`src/rtl/coh_dir_pkg.sv`:
```
package coh_dir_pkg;
  typedef enum logic [1:0] {
    ST_IDLE  = 2'd0,
    ST_SNOOP = 2'd1,
    ST_RESP  = 2'd2
  } dir_state_e;
endpackage

```
`src/rtl/coh_dir_arb.sv`:
```
module coh_dir_arb #(
  parameter int N = 6
) (
  input  logic                 clk,
  input  logic                 rst_n,
  input  logic [N-1:0]         req,
  output logic [N-1:0]         grant,
  output logic [$clog2(N)-1:0] win
);
  localparam int CW = $clog2(N);

  logic [CW-1:0] last_q;

  always_comb begin
    grant = '0;
    win   = '0;
    for (int k = 1; k <= N; k++) begin
      int idx;
      idx = int'(last_q) + k;
      if (idx >= N) idx = idx - N;
      if (grant == '0 && req[idx]) begin
        grant[idx] = 1'b1;
        win        = CW'(idx);
      end
    end
  end

  always_ff @(posedge clk) begin
    if (!rst_n)          last_q <= CW'(N - 1);
    else if (|grant)     last_q <= win;
  end
endmodule

```
`src/rtl/coh_dir_table.sv`:
```
module coh_dir_table #(
  parameter int NCORE = 6,
  parameter int NLINE = 16,
  parameter int DW    = 16
) (
  input  logic                       clk,
  input  logic                       rst_n,
  input  logic [$clog2(NLINE)-1:0]   rd_idx,
  output logic [NCORE-1:0]           rd_sharers,
  output logic                       rd_mod,
  output logic [$clog2(NCORE)-1:0]   rd_owner,
  output logic [DW-1:0]              rd_val,
  input  logic [$clog2(NLINE)-1:0]   wr_idx,
  input  logic                       meta_we,
  input  logic [NCORE-1:0]           wr_sharers,
  input  logic                       wr_mod,
  input  logic [$clog2(NCORE)-1:0]   wr_owner,
  input  logic                       val_we,
  input  logic [DW-1:0]              wr_val
);
  localparam int CW = $clog2(NCORE);

  logic [NCORE-1:0] shr_q [NLINE];
  logic             mod_q [NLINE];
  logic [CW-1:0]    own_q [NLINE];
  logic [DW-1:0]    val_q [NLINE];

  assign rd_sharers = shr_q[rd_idx];
  assign rd_mod     = mod_q[rd_idx];
  assign rd_owner   = own_q[rd_idx];
  assign rd_val     = val_q[rd_idx];

  always_ff @(posedge clk) begin
    if (!rst_n) begin
      for (int i = 0; i < NLINE; i++) begin
        shr_q[i] <= '0;
        mod_q[i] <= 1'b0;
        own_q[i] <= '0;
        val_q[i] <= DW'(i);
      end
    end else begin
      if (meta_we) begin
        shr_q[wr_idx] <= wr_sharers;
        mod_q[wr_idx] <= wr_mod;
        own_q[wr_idx] <= wr_owner;
      end
      if (val_we) val_q[wr_idx] <= wr_val;
    end
  end
endmodule

```
`src/rtl/coh_directory.sv`:
```
module coh_directory
  import coh_dir_pkg::*;
#(
  parameter int NCORE = 6,
  parameter int NLINE = 16,
  parameter int DW    = 16,
  localparam int LW   = $clog2(NLINE),
  localparam int CW   = $clog2(NCORE)
) (
  input  logic                clk,
  input  logic                rst_n,
  input  logic [NCORE-1:0]    req_valid,
  output logic [NCORE-1:0]    req_ready,
  input  logic [NCORE-1:0]    req_write,
  input  logic [NCORE*LW-1:0] req_line,
  output logic [NCORE-1:0]    snp_valid,
  output logic [LW-1:0]       snp_line,
  output logic                snp_keep,
  input  logic [NCORE-1:0]    snp_ack,
  input  logic [NCORE*DW-1:0] ack_data,
  output logic [NCORE-1:0]    rsp_valid,
  output logic [DW-1:0]       rsp_data,
  output logic                rsp_excl
);
  function automatic logic [NCORE-1:0] core_bit(input logic [CW-1:0] i);
    logic [NCORE-1:0] v;
    v    = '0;
    v[i] = 1'b1;
    return v;
  endfunction

  dir_state_e       state_q;
  logic [CW-1:0]    core_q, owner_q;
  logic [LW-1:0]    line_q;
  logic             wr_q, mod_q;
  logic [NCORE-1:0] pend_q, shr_q;

  // arbitration, only offered while idle
  logic [NCORE-1:0] arb_req, grant;
  logic [CW-1:0]    win;
  assign arb_req = (state_q == ST_IDLE) ? req_valid : '0;

  coh_dir_arb #(.N(NCORE)) u_arb (
    .clk(clk), .rst_n(rst_n), .req(arb_req), .grant(grant), .win(win)
  );

  logic          accept, win_wr;
  logic [LW-1:0] win_line;
  assign accept    = |grant;
  assign req_ready = grant;
  assign win_wr    = req_write[win];
  assign win_line  = req_line[win*LW +: LW];

  // directory lookup and update
  logic [NCORE-1:0] t_shr, w_shr;
  logic             t_mod, w_mod, meta_we, val_we;
  logic [CW-1:0]    t_own, w_own;
  logic [DW-1:0]    t_val;
  logic [LW-1:0]    rd_idx;
  assign rd_idx = (state_q == ST_IDLE) ? win_line : line_q;

  coh_dir_table #(.NCORE(NCORE), .NLINE(NLINE), .DW(DW)) u_table (
    .clk(clk), .rst_n(rst_n),
    .rd_idx(rd_idx), .rd_sharers(t_shr), .rd_mod(t_mod), .rd_owner(t_own), .rd_val(t_val),
    .wr_idx(line_q), .meta_we(meta_we), .wr_sharers(w_shr), .wr_mod(w_mod), .wr_owner(w_own),
    .val_we(val_we), .wr_val(ack_data[owner_q*DW +: DW])
  );

  // snoop targets for the request being accepted
  logic [NCORE-1:0] targets;
  always_comb begin
    if (win_wr)                       targets = t_shr & ~core_bit(win);
    else if (t_mod && t_own != win)   targets = core_bit(t_own);
    else                              targets = '0;
  end

  logic [NCORE-1:0] acked;
  assign acked  = (state_q == ST_SNOOP) ? (pend_q & snp_ack) : '0;
  assign val_we = mod_q && acked[owner_q];

  // new directory entry written in the response cycle
  always_comb begin
    meta_we = (state_q == ST_RESP);
    w_own   = owner_q;
    w_mod   = mod_q;
    w_shr   = shr_q | core_bit(core_q);
    if (wr_q) begin
      w_shr = core_bit(core_q);
      w_mod = 1'b1;
      w_own = core_q;
    end else if (mod_q && owner_q != core_q) begin
      w_shr = core_bit(owner_q) | core_bit(core_q);
      w_mod = 1'b0;
    end
  end

  always_ff @(posedge clk) begin
    if (!rst_n) begin
      state_q <= ST_IDLE;
      core_q  <= '0;
      owner_q <= '0;
      line_q  <= '0;
      wr_q    <= 1'b0;
      mod_q   <= 1'b0;
      pend_q  <= '0;
      shr_q   <= '0;
    end else begin
      unique case (state_q)
        ST_IDLE: if (accept) begin
          core_q  <= win;
          wr_q    <= win_wr;
          line_q  <= win_line;
          pend_q  <= targets;
          mod_q   <= t_mod;
          owner_q <= t_own;
          shr_q   <= t_shr;
          state_q <= (targets != '0) ? ST_SNOOP : ST_RESP;
        end
        ST_SNOOP: begin
          pend_q <= pend_q & ~acked;
          if ((pend_q & ~acked) == '0) state_q <= ST_RESP;
        end
        ST_RESP:  state_q <= ST_IDLE;
        default:  state_q <= ST_IDLE;
      endcase
    end
  end

  assign snp_valid = (state_q == ST_SNOOP) ? pend_q : '0;
  assign snp_line  = line_q;
  assign snp_keep  = ~wr_q;
  assign rsp_valid = (state_q == ST_RESP) ? core_bit(core_q) : '0;
  assign rsp_data  = t_val;
  assign rsp_excl  = wr_q;
endmodule

```
`config.mk`:
```
export PLATFORM = sky130hd
export DESIGN_NAME = coh_directory
export DESIGN_NICKNAME = d
export VERILOG_FILES = /design/src/rtl/coh_dir_pkg.sv /design/src/rtl/coh_dir_arb.sv /design/src/rtl/coh_dir_table.sv /design/src/rtl/coh_directory.sv
export SDC_FILE = /design/constraint.sdc
export NUM_CORES = 1
export LEC_CHECK = 0
export BUFFER_PORTS_ARGS = -buffer_cell sky130_fd_sc_hd__buf_2
export CAP_MARGIN = 20
export CORE_MARGIN = 2
export CORE_UTILIZATION = 25
export CTS_BUF_LIST = sky130_fd_sc_hd__clkbuf_2
export CTS_CLUSTER_DIAMETER = 50
export DETAILED_ROUTE_END_ITERATION = 8
export SLEW_MARGIN = 10
export SYNTH_ARGS = -nofsm -noshare
export SYNTH_HDL_FRONTEND = slang
export SYNTH_SLANG_ARGS = --single-unit
```
`constraint.sdc`:
```
create_clock -name clk -period 23.6 [get_ports clk]
set_input_delay 3.54 -clock clk [delete_from_list [all_inputs] [get_ports clk]]
set_output_delay 3.54 -clock clk [all_outputs]
set_load 0.01 [all_outputs]
```
* Word level (Yosys, flattened, before mapping) *
Memory sizes are Yosys's and may differ from the RTL's.
Cells that the tools add are included.
W data, S select, Z words.

storage, ports and cells
  bits in registers = 29
  memories = 4
  RAM bits = 416

operators by class
  add/sub/neg operators = 12
  bitwise logic cells = 13
  shift-type cells = 2
  reductions and logical operators = 35
  eq/ne operators = 6
  magnitude comparators = 26
  multiplexer cells = 97

memories
  name           words  width  read ports  clocked after Yosys merged registers in  write ports  line                 RTL
  u_table.val_q  16     16     1           0                                        16           coh_dir_table.sv:26  logic [DW-1:0] val_q [NLINE];
  u_table.shr_q  16     6      1           0                                        16           coh_dir_table.sv:23  logic [NCORE-1:0] shr_q [NLINE];
  u_table.own_q  16     3      1           0                                        16           coh_dir_table.sv:25  logic [CW-1:0] own_q [NLINE];
  u_table.mod_q  16     1      1           0                                        16           coh_dir_table.sv:24  logic mod_q [NLINE];

operator list
  operator                 count
  $ge A32 B1 Y1 const B    6
  $ge A32 B4 Y1 const B    6
  $lt A32 B5 Y1 const B    6
  $mux W32                 6
  $sub A32 B4 Y32 const B  6
  $mux W6                  16
  $shiftx A96 B8 Y16       1
  $or A6 B6 Y6             7
  $mux W1                  38
  $logic_not A6 Y1         6
  $demux W1 S3             10
  $bmux W1 S3              8
  $mux W3                  8
  $shiftx A24 B6 Y4        1
  $mux W4                  5
  $and A6 B6 Y6            3
  $logic_and A1 B1 Y1      18
  $lt A3 B4 Y1 const B     4
  $mux W16                 1
  $reduce_or A16 Y1        1
  $add A3 B3 Y4 const B    3
  $ge A3 B1 Y1 const B     4
  $not A6 Y6               2
  $pmux W6 S2              1
  other kinds (16)         24

* Depth between registers and ports, before layout *
Gate-level depths: netlist of run 1.
An unclocked memory read counts as a cell.

  depth in word-level cells = 36
  depth in mapped cells = 36
  gate-level depth less buffers = 28

* Hierarchy *
From an unflattened synthesis of run 1, not the netlist that was laid out.

unflattened totals
  cell total of the unflattened synthesis = 1,944
  area total of the unflattened synthesis = 23,965.5 um^2

by module, submodules not included
  module         sequential area each (um^2)  times used  area each (um^2)  cells each
  coh_dir_table  12,331.8                     1           19,103.3          1,250
  coh_directory  520.5                        1           2,576.2           361
  coh_dir_arb    60.1                         1           2,285.9           333

* Worst setup path before layout of run 1 *
OpenSTA, ideal clock, no wires.

  kind = input -> output
  start point = input req_valid[2]
  end point = output rsp_data[0]
  cell stages on the path = 21
  arrival time = 8.765 ns
  path buffers = 4
  required time = 20.060 ns
  path slack = 11.295 ns
  cell sequence = mux2_2 -> and2_1 -> o221ai_2 -> a211oi_4 -> or3_1 -> o2111a_1 -> a31o_2 -> a2111oi_4 -> nand4_2 -> mux2i_2 -> o31a_1 -> or4_1 -> o21ai_0 -> nand2b_1 -> clkbuf_1 -> buf_2 -> clkbuf_1 -> clkbuf_1 -> a211oi_1 -> a211oi_1 -> a21oi_1

on the way
  word-level cells in the longest chain between the ends = 23
  elaborated cells on any way between the ends = 47

ends and longest elaborated chain
  element                                     line                 RTL
  start: declaration                          coh_directory.sv:12  input logic [NCORE-1:0] req_valid,
  $mux W6 *                                   coh_directory.sv:41  assign arb_req = (state_q == ST_IDLE) ? req_valid : '0;
  $bmux W1 S3                                 coh_dir_arb.sv:21    if (grant == '0 && req[idx]) begin
  $mux W1 (implied by the code) (2 in a row)  coh_dir_arb.sv:21
  $mux W6                                     coh_dir_arb.sv:21
  $logic_not A6 Y1                            coh_dir_arb.sv:21
  $logic_and A1 B1 Y1                         coh_dir_arb.sv:21
  $mux W6                                     coh_dir_arb.sv:21
  $logic_not A6 Y1                            coh_dir_arb.sv:21
  [... 6 more ...]                            n/a
  $logic_and A1 B1 Y1                         coh_dir_arb.sv:21
  $mux W6                                     coh_dir_arb.sv:21
  $logic_not A6 Y1                            coh_dir_arb.sv:21
  $logic_and A1 B1 Y1                         coh_dir_arb.sv:21
  $mux W3 *                                   coh_dir_arb.sv:21
  $shiftx A24 B6 Y4 *                         coh_directory.sv:52  assign win_line = req_line[win*LW +: LW];
  $mux W4 *                                   coh_directory.sv:60  assign rd_idx = (state_q == ST_IDLE) ? win_line : line_q;
  $mem_v2 Z16 W16 *                           n/a
  end: declaration                            coh_directory.sv:22  output logic [DW-1:0] rsp_data,

Every way passes the cells marked *; elsewhere a longest branch is shown, timed or not. The select of a mux whose other input is x is not followed.

* Worst setup path in the final report of run 1 *
  start point = input req_valid[2]
  end point = output rsp_data[3]

Same word-level chain as after synthesis.

==> metrics.txt, run 1 <==
outcome complete, no violations; HP Class reg -> reg; final routed DRC violation total 0; ys flop type edfxtp_1; top cell type's share of synthesized area 48.85%; GPL Wtd Cong 0.8946; most common library cells after synthesis nor2_1 (454), edfxtp_1 (400), nand2_1 (397); cell with the most instances after synthesis nor2_1; Yosys top cell by area edfxtp_1; #FFs+latches synth 445; routed wire length 84410 um; Synth cell types 116; postcts setup bufs 0; Setup violations, final 0; initial antenna violation count 3; Hold Slack 0.4588 ns; Period minus WS final 14.73 ns; vias in the first global route 19720; post-CTS sizing 0; fmax 0.06788 GHz; Rel. slew slack 18.14%; Post-CTS Hold Buffers 0; worst slew pin tran 1.228 ns; WS Path Type in -> out; WL/cell 21.01 um; Setup crit start kind input port; fillers 10320; max-cap viol count 0; Mapped Area 24590 sq um; Die Ht 317.6 um; Worst Setup End Kind output pin; post-synthesis sequential area ratio 52.51%; RSZ-0062 raised after global routing no; Overflow after GRT 0; Area Overhead vs Synth 12.69%; DR iter-0 viols 2260; top cells by area, synth edfxtp_1 (49%), nor2_1 (6.9%), nand2_1 (6.1%); Post-DRT Antenna Nets 0; core area 97990 sq um; Starting Density 25.10%; post-DP HPWL 56380 um; Total Routing Usage GR 16.12%; DRT Pass-1 Iters 5; IO Count 180; DR vias 20930; Clock Latency Late Sink 1.02 ns; Die Area 100900 sq um; Post-synth EDFFs 400; Die Width 317.6 um; TritonCTS clock tree done; Mapped Cells 2510; Synth warnings 0; port buffer count 179; arrival time worst endpoint 11.19 ns; critical path fanouts, max 68; final period utilization 62.42%; Post-Syn Area per Cell 9.797 sq um; Clock Sink Count 445; share of flip-flops with an asynchronous set or reset 0%; CTS HTree Levels 3; Reg clk slew, reported paths 0.10 ns; Net count, final 2797; final hold violation count 0; Clock Skew 0.05110 ns; setup TNS 0 ns; buffers from clock root to sink, at most 3; worst path required time 20.06 ns; CTS buffer count 105; share of layout cells above drive strength 1 18.28%; pin count of the biggest net entering global routing 174; first-pass GRT wire length 126000 um; FP Rows 115; Slew Limit Fails 0; DR vias/cell 5.209; CTS root buffer clkbuf_2
==> cell usage in the layout (no fill, tap or decap), types with 10 or more instances in the layout <==
master	count
and3_1	75
mux2_2	14
a31oi_1	48
buf_2	179
o211ai_1	29
ha_1	20
nand3_1	80
edfxtp_1	400
nor2b_1	16
clkbuf_2	168
a21oi_1	80
o31ai_1	10
inv_1	43
a2bb2oi_1	10
a221oi_2	18
and2_1	14
o21ai_0	55
dfxtp_1	44
nor3_1	28
nand4_1	22
clkinv_1	24
nand2_1	397
buf_4	49
nor2_1	453
mux4_2	10
a22oi_1	35
mux2i_1	93
a211oi_1	60
==> worst max-delay path: stages <==
cell and delay (ns):
buf_2 0.11, mux2_2 0.31, a22o_1 0.23, a22oi_1 0.35
a211oi_4 0.10, nor4b_2 0.60, nor4_1 0.22, or2_0 0.46
or2_2 0.44, nor3_2 0.79, a22oi_2 0.32, a221oi_1 0.47
o2111a_1 0.47, or4_4 0.76, buf_4 0.69, nand2_1 0.10
and3_1 0.18, a211oi_1 0.22, a21oi_1 0.08, a21oi_1 0.45
buf_2 0.22
==> through the flow <==
step | area, sq um | util (%) | cells | setup WS (ns)
floorplan | 24590 | - | 2511 | 11.30
global placement | 26720 | 27.27 | 3816 | 9.177
detailed placement | 26720 | 27.27 | 3816 | 9.064
CTS | 27690 | 28.26 | 4011 | 9.031
global route | 27700 | 28.27 | 4015 | 8.340
finish | 27710 | 28.28 | 4018 | 8.868
==> state kept, by name (all words and copies together) (netlist names) <==
register	flops
snp_line	4
pend_q	6
u_table.shr_q	96
u_arb.last_q	3
u_table.own_q	48
u_table.mod_q	16
u_table.val_q	256
core_q	3
rsp_excl	1
shr_q	6
owner_q	3
state_q	2
mod_q	1
==> logic make-up after synthesis <==
kind of cell,Yosys count,share of synthesized area (%)
compound gates,510,15.43
xor+xnor,12,0.4885
fa+ha+maj,20,1.018
buf+inv,257,4.493
flops,445,52.51
mux,124,5.836
other cells,1,0.01525
simple gates,1141,20.21
==> per-layer routing <==
layer	track usage [%]	part of all wire [%]
met5	0	0
met4	5.640	2.9
met3	2.802	8.6
met2	25.44	45
met1	22.21	43
==> layout make-up <==
type,instances,area (sq um),area share (%)
Timing Repair Buffer,230,1291,4.660
Antenna cell,6,15.01,0.05418
Inverter,46,172.7,0.6231
Clock inverter,27,130.1,0.4696
Clock buffer,168,840.8,3.034
Multi-Input combinational cell,1809,10740,38.75
Sequential cell,445,12910,46.60
Tap cell,1287,1610,5.811
==> path summary, 6_finish.rpt <==
check	from	to	slack [ns]	cells past startpoint
max	req_valid[2]	rsp_data[3]	8.87	21
min	shr_q[0]	shr_q[0]	0.46	2
max reg2reg	u_arb.last_q[1]	state_q[1]	13.10	26
min reg2reg	shr_q[0]	shr_q[0]	0.46	2
Power of run 1 is not shown: default switching activity piles up to over one toggle a cycle in this logic, so the estimate is an artifact.
==> run 2: changes to the inputs <==
- clock period: 23.6 -> 12.04 ns (I/O delays scaled with it)
==> run 2 against run 1 <==
- routed wire length up 0.50%
- clock skew up 0.040 ns
- sequential share of layout area down 0.40 points
- global-route usage up 0.24 points
- critical path type is now reg -> out
==> metrics.txt, run 2 (synthesized netlist as in run 1, its figures left out) <==
most frequent cells in the layout nor2_1 (453), edfxtp_1 (400), nand2_1 (397) (unchanged); routed wire length 84840 um (was 84410 um); outcome complete, no violations (unchanged); GPL Wtd Cong 0.9125 (was 0.8946); met3 WL 7592 um (was 7218 um); first-pass GRT wire length 127900 um (was 126000 um); FP Rows 115 (unchanged); worst slew pin tran 1.116 ns (was 1.228 ns); DR iter-0 viols 2344 (was 2260); DR vias 21070 (was 20930); buffers from clock root to sink, at most 3 (unchanged); met2 WL 38310 um (was 38390 um); Rel. slew slack 24.83% (was 18.14%); final period utilization 96.33%; Die Area 100900 sq um (unchanged); most common cell after layout, fill and taps aside nor2_1 (unchanged); Starting Density 25.10% (unchanged); Slew Limit Fails 0 (unchanged); DRT Pass-1 Iters 6 (was 5); post-DP HPWL 56440 um (was 56380 um); CP max stage cell or4_2 (was nor3_2); CTS buffer count 111 (was 105); Reg with most FFs u_table.val_q (unchanged); metal1 wirelength 36060 um (was 36370 um); CTS HTree Levels 3 (unchanged); register area 12910 sq um (unchanged); Clock Latency Late Sink 1.15 ns (was 1.02 ns); initial antenna violation count 6 (was 3); WL/cell 21.00 um (was 21.01 um); port buffer count 179 (unchanged); WS Path Type reg -> out (was in -> out); Total Routing Usage GR 16.36% (was 16.12%); TritonCTS clock tree done (unchanged); fillers 10260 (was 10320); Period minus WS final 11.60 ns; max-cap viol count 0 (unchanged); CTS root buffer clkbuf_2 (unchanged); Overflow after GRT 0 (unchanged); Post-DRT Antenna Nets 0 (unchanged); Setup violations, final 0 (unchanged); pin count of the biggest net entering global routing 84 (was 174); CP max stage delay 1.21 ns (was 0.79 ns); share of layout cells above drive strength 1 18.83% (was 18.28%); multi-input gate area in the final layout 10770 sq um (was 10740 sq um); Clock Skew 0.09105 ns (was 0.05110 ns); Most Frequent Cell on Critical Path nand2_1; Worst Setup End Kind output pin (unchanged); vias in the first global route 20320 (was 19720); Die Ht 317.6 um (unchanged); core area 97990 sq um (unchanged); Setup crit start kind register (was input port); fmax 0.08622 GHz; Hold Slack 0.4573 ns (was 0.4588 ns); critical path fanouts, max 37 (was 68); Area Overhead vs Synth 13.67% (was 12.69%); arrival time worst endpoint 9.79 ns (was 11.19 ns); HP Class reg -> reg (unchanged); largest registers u_table.val_q: 256 flops, u_table.shr_q: 96 flops, u_table.own_q: 48 flops (unchanged); IO Count 180 (unchanged); Critical Path, Cell by Cell inv_1 > ha_2 > ha_1 > inv_1 > ha_1 > and4b_1 > a2bb2oi_1 > nand2_1 > nand2_1 > nor4b_2 > nor4_1 > or2_0 > or2_2 > nor3_4 > nand2_2 > a21oi_2 > a31oi_4 > or4_2 > nand2_1 > a31oi_1 > a21oi_1 > a21oi_1 > buf_2 (was buf_2 > mux2_2 > a22o_1 > a22oi_1 > a211oi_4 > nor4b_2 > nor4_1 > or2_0 > or2_2 > nor3_2 > a22oi_2 > a221oi_1 > o2111a_1 > or4_4 > buf_4 > nand2_1 > and3_1 > a211oi_1 > a21oi_1 > a21oi_1 > buf_2); Reg clk slew, reported paths 0.11 ns (was 0.10 ns); Crit path max-delay family simple AND/OR/NAND/NOR gates (unchanged); worst path bufs/invs 3 (unchanged); Clock Sink Count 445 (unchanged); DR vias/cell 5.214 (was 5.209); final hold violation count 0 (unchanged); worst path required time 10.23 ns (was 20.06 ns); max FFs per register 256 (unchanged); top sig layer met4 (unchanged); Net count, final 2816 (was 2797); Die Width 317.6 um (unchanged); final routed DRC violation total 0 (unchanged)
-- run 2: tightest hold or removal path: cells and delay by family, from the launching register on --
| family | cells | cell delay [ns] |
|---|---|---|
| and+or+nand+nor | 1 | 0.05 |
| AOI/OAI and AO/OA | 1 | 0.05 |
| DFF | 1 | 0.32 |
-- run 2: area by class of cell --
cell class,instances,area share [%]
Tap cell,1287,5.761
Antenna cell,8,0.07162
Inverter,46,0.6177
Multi-Input combinational cell,1810,38.53
Timing Repair Buffer,242,5.090
Clock buffer,167,2.990
Sequential cell,445,46.20
Clock inverter,35,0.7431
-- run 2: per-layer routing --
metal / global-route usage (%) / up-vias
met5: 0 / -
met2: 25.28 / 1022
met1: 22.12 / 10350
met3: 3.445 / 137
met4: 6.984 / 0
li1: - / 9560
-- run 2: repair_timing --
action / CTS / global route
gates cloned: 1 / 0
endpoints found under the setup margin: 11 / 16
pin swaps: 2 / 1
buffers inserted: 3 / 1
resized for setup: 2 / 3
hold buffers: 0 / 0
endpoints found under the hold margin: 0 / 0
-- run 2: through the flow --
| step | instance area [sq um] | util (%) | cells | setup TNS [ns] | setup slack [ns] |
|---|---|---|---|---|---|
| 2_1_floorplan | 24590 | - | 2511 | 0 | 3.101 |
| 3_3_place_gp | 26800 | 27.35 | 3823 | 0 | 1.266 |
| 3_5_place_dp | 26800 | 27.35 | 3823 | 0 | 1.091 |
| 4_1_cts | 27890 | 28.46 | 4029 | 0 | 0.2670 |
| 5_1_grt | 27940 | 28.52 | 4037 | -0.007971 | -0.006910 |
| 6_report | 27950 | 28.53 | 4040 | 0 | 0.4419 |
-- run 2: path summary, 6_finish.rpt --
| check | depth (start not counted) | slack, ns | from | to |
|---|---|---|---|---|
| worst min register to register | 2 | 0.46 | shr_q[0] | shr_q[0] |
| worst max register to register | 26 | 2.21 | u_arb.last_q[1] | state_q[1] |
| worst min-delay path | 2 | 0.46 | shr_q[0] | shr_q[0] |
| worst max-delay path | 23 | 0.44 | u_arb.last_q[1] | rsp_data[4] |
Power of run 2 is left out for the same reason.
